**config.mk**
```make
export PLATFORM = sky130hd
export DESIGN_NAME = mdio_master
export DESIGN_NICKNAME = d
export VERILOG_FILES = /design/src/rtl/mdio_pkg.sv /design/src/rtl/mdio_clkgen.sv /design/src/rtl/mdio_frame.sv /design/src/rtl/mdio_master.sv
export SDC_FILE = /design/constraint.sdc
export NUM_CORES = 1
export LEC_CHECK = 0
export ABC_AREA = 1
export BUFFER_PORTS_ARGS = -buffer_cell sky130_fd_sc_hd__buf_2
export CORE_MARGIN = 3
export CORE_UTILIZATION = 55
export DETAILED_ROUTE_END_ITERATION = 8
export PLACE_DENSITY = 0.8
export SLEW_MARGIN = 5
export SYNTH_ARGS = -nofsm -noshare
export SYNTH_HDL_FRONTEND = slang
export SYNTH_SLANG_ARGS = --single-unit
```
**constraint.sdc**
```tcl
create_clock -name clk -period 4.3 [get_ports clk]
set_input_delay 0.215 -clock clk [delete_from_list [all_inputs] [get_ports clk]]
set_output_delay 0.215 -clock clk [all_outputs]
set_load 0.1 [all_outputs]
```
**src/rtl/mdio_pkg.sv**
```systemverilog
package mdio_pkg;

    typedef enum logic [2:0] {
        K_SHORT_RD,
        K_SHORT_WR,
        K_EXT_ADR,
        K_EXT_RD,
        K_EXT_WR
    } frame_kind_t;

    typedef enum logic [1:0] {
        ST_IDLE,
        ST_ADDR,
        ST_GAP,
        ST_DATA
    } seq_state_t;

    // start code (2 bits) followed by opcode (2 bits)
    function automatic logic [3:0] frame_code(frame_kind_t k);
        logic [3:0] c;
        unique case (k)
            K_SHORT_RD: c = 4'b0110;
            K_SHORT_WR: c = 4'b0101;
            K_EXT_ADR:  c = 4'b0000;
            K_EXT_RD:   c = 4'b0011;
            K_EXT_WR:   c = 4'b0001;
            default:    c = 4'b0000;
        endcase
        return c;
    endfunction

    function automatic logic kind_is_read(frame_kind_t k);
        return (k == K_SHORT_RD) || (k == K_EXT_RD);
    endfunction

endpackage

```
**src/rtl/mdio_clkgen.sv**
```systemverilog
module mdio_clkgen #(
    parameter int CLK_DIV = 2
) (
    input  logic clk,
    input  logic rst_n,
    input  logic en,
    output logic mdc,
    output logic rise_tick,
    output logic fall_tick
);
    localparam int CW = $clog2(CLK_DIV + 1);

    logic [CW-1:0] cnt;
    logic          wrap;

    assign wrap      = (cnt == CW'(CLK_DIV - 1));
    assign rise_tick = en && wrap && !mdc;
    assign fall_tick = en && wrap && mdc;

    always_ff @(posedge clk or negedge rst_n) begin
        if (!rst_n) begin
            cnt <= '0;
            mdc <= 1'b0;
        end else if (!en) begin
            cnt <= '0;
            mdc <= 1'b0;
        end else if (wrap) begin
            cnt <= '0;
            mdc <= ~mdc;
        end else begin
            cnt <= cnt + 1'b1;
        end
    end

    // checker: length of each high phase of mdc
    logic        mdc_q;
    logic [15:0] run_len;
    always_ff @(posedge clk or negedge rst_n) begin
        if (!rst_n) begin
            mdc_q   <= 1'b0;
            run_len <= '0;
        end else begin
            mdc_q   <= mdc;
            run_len <= (mdc != mdc_q || !en) ? 16'd1 : run_len + 16'd1;
        end
    end

    assert_mdc_half_R2: assert property (@(posedge clk) disable iff (!rst_n)
        (en && mdc_q && !mdc) |-> (run_len == 16'(CLK_DIV)));

    assert_mdc_off_R1: assert property (@(posedge clk) disable iff (!rst_n)
        (!en && !$past(en)) |-> !mdc);

endmodule

```
**src/rtl/mdio_frame.sv**
```systemverilog
module mdio_frame
    import mdio_pkg::*;
#(
    parameter int PRE_LEN = 32
) (
    input  logic        clk,
    input  logic        rst_n,
    input  logic        start,
    input  frame_kind_t kind,
    input  logic [4:0]  phy,
    input  logic [4:0]  field5,
    input  logic [15:0] payload,
    input  logic        fall_tick,
    input  logic        rise_tick,
    input  logic        mdio_i,
    output logic        mdio_o,
    output logic        mdio_oe,
    output logic        active,
    output logic        last,
    output logic [15:0] rdata,
    output logic        ta_err
);
    localparam int FB      = PRE_LEN + 32;
    localparam int IW      = $clog2(FB);
    localparam int REL_IDX = PRE_LEN + 14;
    localparam int TA2_IDX = PRE_LEN + 15;
    localparam int DAT_IDX = PRE_LEN + 16;

    logic [FB-1:0] sreg;
    logic [IW-1:0] idx;
    logic          rd_q;

    assign mdio_o = sreg[FB-1];
    assign last   = active && fall_tick && (idx == IW'(FB - 1));

    always_ff @(posedge clk or negedge rst_n) begin
        if (!rst_n) begin
            sreg    <= '0;
            idx     <= '0;
            active  <= 1'b0;
            mdio_oe <= 1'b0;
            rd_q    <= 1'b0;
        end else if (start) begin
            sreg    <= {{PRE_LEN{1'b1}}, frame_code(kind), phy, field5,
                        kind_is_read(kind) ? 18'h0 : {2'b10, payload}};
            idx     <= '0;
            active  <= 1'b1;
            mdio_oe <= 1'b1;
            rd_q    <= kind_is_read(kind);
        end else if (active && fall_tick) begin
            if (idx == IW'(FB - 1)) begin
                active  <= 1'b0;
                mdio_oe <= 1'b0;
            end else begin
                idx  <= idx + 1'b1;
                sreg <= {sreg[FB-2:0], 1'b0};
                if (rd_q && idx == IW'(REL_IDX - 1))
                    mdio_oe <= 1'b0;
            end
        end
    end

    always_ff @(posedge clk or negedge rst_n) begin
        if (!rst_n) begin
            rdata  <= '0;
            ta_err <= 1'b0;
        end else if (start) begin
            ta_err <= 1'b0;
        end else if (active && rise_tick && rd_q) begin
            if (idx == IW'(TA2_IDX))
                ta_err <= mdio_i;
            if (idx >= IW'(DAT_IDX))
                rdata <= {rdata[14:0], mdio_i};
        end
    end

    assert_preamble_R3: assert property (@(posedge clk) disable iff (!rst_n)
        (active && idx < IW'(PRE_LEN)) |-> (mdio_oe && mdio_o));

    assert_read_release_R8: assert property (@(posedge clk) disable iff (!rst_n)
        (active && rd_q && idx >= IW'(REL_IDX)) |-> !mdio_oe);

    assert_change_on_fall_R12: assert property (@(posedge clk) disable iff (!rst_n)
        (mdio_oe && $past(mdio_oe) && mdio_o != $past(mdio_o)) |-> $past(fall_tick));

endmodule

```
**src/rtl/mdio_master.sv**
```systemverilog
module mdio_master
    import mdio_pkg::*;
#(
    parameter int CLK_DIV = 2,
    parameter int PRE_LEN = 32
) (
    input  logic        clk,
    input  logic        rst_n,
    input  logic        req_valid,
    input  logic        req_read,
    input  logic        req_ext,
    input  logic [4:0]  req_phy,
    input  logic [20:0] req_addr,
    input  logic [15:0] req_wdata,
    output logic        busy,
    output logic        done,
    output logic        err,
    output logic [15:0] rdata,
    output logic        mdc,
    output logic        mdio_o,
    output logic        mdio_oe,
    input  logic        mdio_i
);
    seq_state_t  state, state_n;
    logic        rd_q;
    logic [4:0]  phy_q;
    logic [4:0]  dev_q;
    logic [15:0] wd_q;

    logic        rise_tick, fall_tick;
    logic        fr_start, fr_active, fr_last, fr_ta_err;
    frame_kind_t fr_kind;
    logic [4:0]  fr_phy, fr_f5;
    logic [15:0] fr_payload, fr_rdata;

    assign busy = (state != ST_IDLE);

    mdio_clkgen #(.CLK_DIV(CLK_DIV)) u_clkgen (
        .clk       (clk),
        .rst_n     (rst_n),
        .en        (busy),
        .mdc       (mdc),
        .rise_tick (rise_tick),
        .fall_tick (fall_tick)
    );

    // frame launch selection
    always_comb begin
        fr_start   = 1'b0;
        fr_kind    = K_SHORT_WR;
        fr_phy     = phy_q;
        fr_f5      = dev_q;
        fr_payload = wd_q;
        unique case (state)
            ST_IDLE: begin
                fr_start = req_valid;
                fr_phy   = req_phy;
                if (req_ext) begin
                    fr_kind    = K_EXT_ADR;
                    fr_f5      = req_addr[20:16];
                    fr_payload = req_addr[15:0];
                end else begin
                    fr_kind    = req_read ? K_SHORT_RD : K_SHORT_WR;
                    fr_f5      = req_addr[4:0];
                    fr_payload = req_wdata;
                end
            end
            ST_GAP: begin
                fr_start = fall_tick;
                fr_kind  = rd_q ? K_EXT_RD : K_EXT_WR;
            end
            default: ;
        endcase
    end

    mdio_frame #(.PRE_LEN(PRE_LEN)) u_frame (
        .clk       (clk),
        .rst_n     (rst_n),
        .start     (fr_start),
        .kind      (fr_kind),
        .phy       (fr_phy),
        .field5    (fr_f5),
        .payload   (fr_payload),
        .fall_tick (fall_tick),
        .rise_tick (rise_tick),
        .mdio_i    (mdio_i),
        .mdio_o    (mdio_o),
        .mdio_oe   (mdio_oe),
        .active    (fr_active),
        .last      (fr_last),
        .rdata     (fr_rdata),
        .ta_err    (fr_ta_err)
    );

    // next state
    always_comb begin
        state_n = state;
        unique case (state)
            ST_IDLE: if (req_valid) state_n = req_ext ? ST_ADDR : ST_DATA;
            ST_ADDR: if (fr_last)   state_n = ST_GAP;
            ST_GAP:  if (fall_tick) state_n = ST_DATA;
            ST_DATA: if (fr_last)   state_n = ST_IDLE;
            default:                state_n = ST_IDLE;
        endcase
    end

    // state register and request capture
    always_ff @(posedge clk or negedge rst_n) begin
        if (!rst_n) begin
            state <= ST_IDLE;
            rd_q  <= 1'b0;
            phy_q <= '0;
            dev_q <= '0;
            wd_q  <= '0;
        end else begin
            state <= state_n;
            if (state == ST_IDLE && req_valid) begin
                rd_q  <= req_read;
                phy_q <= req_phy;
                dev_q <= req_addr[20:16];
                wd_q  <= req_wdata;
            end
        end
    end

    // outputs
    always_ff @(posedge clk or negedge rst_n) begin
        if (!rst_n) begin
            done  <= 1'b0;
            err   <= 1'b0;
            rdata <= '0;
        end else begin
            done <= 1'b0;
            err  <= 1'b0;
            if (state == ST_DATA && fr_last) begin
                done <= 1'b1;
                err  <= rd_q && fr_ta_err;
                if (rd_q)
                    rdata <= fr_ta_err ? 16'hFFFF : fr_rdata;
            end
        end
    end

    assert_idle_release_R1: assert property (@(posedge clk) disable iff (!rst_n)
        !busy |-> !mdio_oe);

    assert_gap_release_R6: assert property (@(posedge clk) disable iff (!rst_n)
        (state == ST_GAP) |-> (!mdio_oe && !fr_active));

    assert_err_with_done_R9: assert property (@(posedge clk) disable iff (!rst_n)
        err |-> done);

    assert_done_pulse_R10: assert property (@(posedge clk) disable iff (!rst_n)
        done |-> (!busy && !$past(done)));

    assert_hold_request_R11: assert property (@(posedge clk) disable iff (!rst_n)
        (busy && $past(busy)) |-> ($stable(phy_q) && $stable(wd_q) && $stable(rd_q)));

    assert_stable_at_rise_R12: assert property (@(posedge clk) disable iff (!rst_n)
        $rose(mdc) |-> $stable(mdio_o));

endmodule

```
# == Word-level counts from Yosys, hierarchy flattened ==
# Index checks and enable logic that the tools add are counted.
# word_totals
output_inout_bits,22
mem_bits_ro,0
inputBits,48
latchBits,0
word_cells,107
n_memories,0
reg_bits,140
ramBits,0
# op_classes
shifts,0
multipliers,0
n_div,0
reduce_logical,28
eq_ne,16
mux,41
addsub,2
bitwise,2
order_cmp,1
# op_table
op,count
64-bit two-way mux,3
16-bit two-way mux,3
6-bit == test (second input constant),3
18-bit two-way mux,1
6-bit two-way mux,3
2-bit two-way mux,8
1-bit two-way mux,15
5-bit two-way mux,3
2-bit != test (second input constant),6
3-bit one-hot mux with 4 select lines,1
1-bit logical AND,11
2-bit AND reduction,5
2-bit nonzero test,5
2-bit one-hot mux with 4 select lines,1
6-bit by 1-bit adder with 6-bit output (second input constant),1
6-bit >= comparator (second input constant),1
3-bit one-hot mux with 2 select lines,1
2-bit by 1-bit == test with 1-bit output (second input constant),2
2-bit == test (second input constant),2
4-bit AND reduction,1
3-bit by 1-bit == test with 1-bit output (second input constant),1
3-bit by 2-bit == test with 1-bit output (second input constant),1
3-bit == test (second input constant),1
3-bit logical NOT,1
other kinds (9),10

# == Logic depth before layout (Yosys ltp) ==
# depth
word_depth,7
ltp_mapped,12
mapped_depth_nobuf,10

# == Modules after synthesis ==
# A second synthesis with hierarchy kept.
# hier_totals
cells_unflattened,845
area_unflattened_um2,6625.1
# modules_own_cells
mod,n_inst,seq_area_each_um2,area_each_um2,cells_per_inst
mdio_frame,1,2252.2,4017.6,496
mdio_master,1,1176.1,2472.4,331
mdio_clkgen,1,75.1,135.1,18

# == Worst setup path after synthesis ==
# No wires, ideal clock.
# synth_timing
kind,register to register
from,register state[0]
to,register u_clkgen.mdc
setup_slack_ns,1.871
period_less_slack_ns,2.429
required_ns,4.168
arrival_time_ns,2.296
path_buffers,1
setup_ns,0.132
path_stages_with_launch,8
path_cell_list,dfrtp_1 > inv_1 > ha_1 > inv_2 > clkbuf_1 > o21ai_0 > nand3_1 > o21ai_0
# synth_via
elab_chain_cells,2
word_cells_on_any_way,3
cone_classes,1 x eq/ne; 1 x mux; 1 x reduce/logical
# synth_rtl
item,line_no,source
start: declaration,mdio_master.sv:24,"seq_state_t state, state_n;"
start signal: assignment,mdio_master.sv:116,state <= state_n;
2-bit nonzero test *,mdio_master.sv:36,assign busy = (state != ST_IDLE);
net busy,mdio_master.sv:15,"output logic busy,"
2-bit != test (no source line) / 1-bit two-way mux (equally long branches),--,
end signal: assignment,mdio_clkgen.sv:29,mdc <= ~mdc;
end: declaration,mdio_clkgen.sv:7,"output logic mdc,"
# The timed path passes the listed nets; every way through them passes the cells marked *.
# A chain may end at the register's enable or synchronous reset.

# == Worst setup path in the final report ==
# layout_timing
from,register state[0]
to,register u_frame.sreg[0]
# layout_via
elab_chain_cells,6
word_cells_on_any_way,17
cone_classes,3 x eq/ne; 5 x mux; 9 x reduce/logical
# layout_rtl
item,line_no,source
"2-bit == test, or another cell as far along",mdio_master.sv:54,unique case (state)
3-bit one-hot mux with 2 select lines / 1-bit logical AND (equally long branches),"mdio_master.sv:54, mdio_clkgen.sv:18",
"3-bit by 2-bit == test with 1-bit output, or another cell as far along",mdio_pkg.sv:33,return (k == K_SHORT_RD) || (k == K_EXT_RD);
"1-bit logical OR, or another cell as far along",mdio_pkg.sv:33,
"18-bit two-way mux, or another cell as far along",mdio_frame.sv:45,"kind_is_read(kind) ? 18'h0 : {2'b10, payload}};"
64-bit two-way mux / 2-bit AND reduction (equally long branches),--,
end signal: assignment,mdio_frame.sv:44,"sreg <= {{PRE_LEN{1'b1}}, frame_code(kind), phy, field5,"
end signal: assignment,mdio_frame.sv:56,"sreg <= {sreg[FB-2:0], 1'b0};"
end: declaration,mdio_frame.sv:29,logic [FB-1:0] sreg;
# Several ways; a longest one is shown, not always the timed one.

==> impl_metrics.csv <==
group,metric,value,unit
clock_tree,cts_tree,"built",
grt,grt_pass1_wl,23.51,mm
detailed_routing,via_per_inst,5.369,
setup_path,critPathKind,"reg -> reg",
final_layout,fin_nets,851,
setup_path,reg2regPathDepth,8,
die,row_count,39,
synth,avgSynthCellArea,8.828,um2
grt,track_usage,0.2216,
flow_run,max_cap_violations,0,
sta,slew_viol_final,0,
die,io_pins,70,
grt,top_usage_layer,"met2",
clock_tree,cts_buffers,17,
die,die_area,13250,um2
place,dp_hpwl,8.634,mm
run_status,outcome,"finished clean",
clock_tree,clk_pin_slew,0.06,ns
clock_tree,htree_levels,4,
clock_tree,clock_latency,0.42,ns
setup_path,crit_fanout,24,
sta,fin_worst_skew,0.008246,ns
final_layout,postLayoutCellArea,7462,um2
grt,antenna_found_initial,0,
detailed_routing,wl_per_cell,14.07,um
synth,synth-seq-cells,140,
sta,period_needed,2.892,ns
die,start_util,0.5688,
die,dieHeight,115.1,um
sta,setup_violations,0,
sta,period_share,0.6726,
sta,setup_tns,0,ns
final_layout,drive_gt1_frac,0.2015,
detailed_routing,drc,0,
die,core,11520,um2
final_layout,fin_util,0.6480,
sta,rsz0062_at_grt,"false",
synth,seq_area_frac_synth,0.5349,
clock_tree,clock-sinks,140,
setup_path,cp-start-kind,"flip-flop",
grt,grt_overflow_total,0,
detailed_routing,vias,5111,
power,p_leak,3.402,nW
place,portBuffers,69,
grt,grt_max_degree,103,
place,gp_congestion,0.8125,
place,dpl_cell_area,6854,um2
worst_hold_path,whs_path_depth,2,
detailed_routing,drtIter0Drc,326,
setup_path,timing.rr.start,"state[0]",
synth,synthesis.area,6550,um2
detailed_routing,drtPass1Iterations,5,
place,pre_cts_ws,1.462,ns
clock_tree,root_buffer,"clkbuf_16",
synth,postSynthCellCount,742,
sta,finalWorstSetupSlack,1.408,ns
detailed_routing,ant_nets,0,
setup_path,arrival,3.22,ns
sta,fmax,345.8,MHz
setup_path,critPathCaptureType,"flip-flop",
final_layout,n_fill_cell,933,
final_layout,area_growth,13.93,%
clock_tree,clk_path_buf_depth,2,
synth,yosys_warnings,0,
die,fp.dieW,115.1,um
grt,use_met1,0.2942,
setup_path,r2r_slack,1.41,ns
sta,hold_violations,0,
worst_hold_path,hp-class,"in -> reg",
worst_hold_path,whs_endpoint,"wd_q[13]",
final_layout,insertedDiodeCount,0,
grt,met2_usage,0.3607,
setup_path,crit_required,4.62,ns
setup_path,startpoint,"state[0]",
grt,first_global_vias,5091,
grt,grtUsageMet3,0.05211,
sta,worst_slew_pin_slew,0.9390,ns
synth,ys_types,32,
synth,synth_fp_nets,797,
sta,slew_headroom,0.3740,
power,ir_worst_vdd,0.5174,mV
setup_path,r2r-end,"u_frame.sreg[0]",
power,p_per_area,653.6,nW/um2
detailed_routing,wl,13.39,mm
worst_hold_path,hp-start,"req_wdata[13]",
==> cell families after synthesis <==
family | share of synthesized area
buffers and inverters | 0.06877
AOI/OAI and AO/OA | 0.09647
xor gates and xnor gates | 0.001337
DFF | 0.5349
muxes | 0.02751
and+or+nand+nor | 0.2577
adders and majority gates | 0.01337
==> metal layers <==
| layer | vias up | wire length, um | part of all wire |
|---|---|---|---|
| li1 | 2503 | - | - |
| met3 | 11 | 643 | 0.048 |
| met2 | 144 | 6718 | 0.50 |
| met4 | 0 | 126 | 0.0094 |
| met5 | - | 0 | 0 |
| met1 | 2453 | 5901 | 0.44 |
==> synth_stat cells <==
| library cell | n | area [um2] |
|---|---|---|
| inv_2 | 2 | 7.510 |
| nand4_1 | 18 | 112.6 |
| o211ai_1 | 11 | 82.58 |
| nor2_1 | 133 | 499.2 |
| o21ai_2 | 16 | 140.1 |
| dfrtp_1 | 140 | 3503 |
| nand3_1 | 31 | 155.2 |
| nand2_2 | 4 | 25.02 |
| nand3_4 | 2 | 35.03 |
| nand4_2 | 2 | 25.02 |
| inv_8 | 1 | 11.26 |
| a21oi_1 | 23 | 115.1 |
| inv_1 | 49 | 183.9 |
| nor2_4 | 4 | 45.04 |
| nand3_2 | 8 | 80.08 |
| mux2_2 | 16 | 180.2 |
| nand2_4 | 3 | 33.78 |
| nor2_2 | 1 | 6.260 |
| inv_4 | 1 | 6.260 |
| clkbuf_1 | 9 | 33.78 |
| ha_1 | 7 | 87.58 |
| o31ai_1 | 1 | 7.510 |
| buf_4 | 12 | 90.09 |
| xnor2_1 | 1 | 8.760 |
| buf_2 | 10 | 50.05 |
| buf_6 | 6 | 67.56 |
| o22ai_1 | 1 | 6.260 |
| nor3_1 | 1 | 5.000 |
| nand2_1 | 172 | 645.6 |
| nor2_8 | 1 | 20.02 |
| o21ai_1 | 1 | 5.000 |
| o21ai_0 | 55 | 275.3 |
==> cell type report <==
type	count	area (um2)	share of cell area
clock inverters	10	113.9	0.01526
multi-input cells	512	2596	0.3479
well taps	143	178.9	0.02398
repair buffers	72	376.6	0.05047
inverters	53	209.0	0.02800
clock buffers	22	484.2	0.06489
flip-flops and latches	140	3503	0.4695
==> registers in the layout, summed over array words and instances (netlist names), 2 cells and up <==
signal	count
rdata	16
state	2
u_frame.idx	6
u_clkgen.cnt	2
dev_q	5
phy_q	5
wd_q	16
u_frame.rdata	16
u_frame.sreg	64
==> where the power goes <==
| group | total, W | internal, W | switching, W |
|---|---|---|---|
| logic | 0.00158 | 0.000504 | 0.00108 |
| clock network | 0.00147 | 0.000913 | 0.000552 |
| registers | 0.00183 | 0.00165 | 0.000184 |
==> worst max path at each step <==
stage                        end  cells past startpoint
2_1_floorplan       u_clkgen.mdc                      7
3_3_place_gp   u_frame.rdata[15]                      9
3_5_place_dp    u_frame.rdata[7]                      8
4_1_cts         u_frame.rdata[1]                      8
5_1_grt        u_frame.rdata[10]                      8
6_report         u_frame.sreg[0]                      8
==> critical path, stage by stage (launching register included) <==
cell     delay [ns]
dfrtp_1        0.41
inv_1          0.13
ha_1           0.31
inv_2          0.25
nor2_2         0.70
nand2_1        0.24
nand4_2        0.39
nand3_1        0.15
o21ai_0        0.21
==> through the flow <==
| step | cells | hold WS [ns] | power (W) |
|---|---|---|---|
| after floorplan | 742 | -0.08059 | 0.003138 |
| after global placement | 919 | 0.3672 | 0.003324 |
| after detailed placement | 919 | 0.3904 | 0.003419 |
| after CTS | 952 | 0.03467 | 0.004909 |
| after global routing | 952 | 0.03526 | 0.005228 |
| final | 952 | 0.04900 | 0.004877 |
==> repair_timing <==
item,4_1_cts,5_1_grt
setup buffers,0,0
endpoints found under the hold margin,101,0
hold buffers,1,0
gates resized for setup,0,0
==> layout by cell type (no fill, tap or decap), types with 2 or more instances in the layout <==
cell type   Yosys  routed
ha_1            7       7
mux2_2         16      16
nand3_2         8       8
clkinvlp_4      0       4
o21ai_0        55      55
nand2_1       172     172
buf_2          10      68
nand3_4         2       2
clkbuf_8        0       4
nor2_1        133     133
nand4_2         2       2
a21oi_1        23      23
dfrtp_1       140     140
clkinv_2        0       3
inv_2           2       2
inv_1          49      49
nand2_4         3       3
nand2_2         4       4
bufinv_16       0       2
clkbuf_16       0      17
o21ai_2        16      16
o211ai_1       11      11
nand4_1        18      18
nor2_4          4       4
buf_4          12       2
nand3_1        31      31
Power figures use the tool's default switching activity.
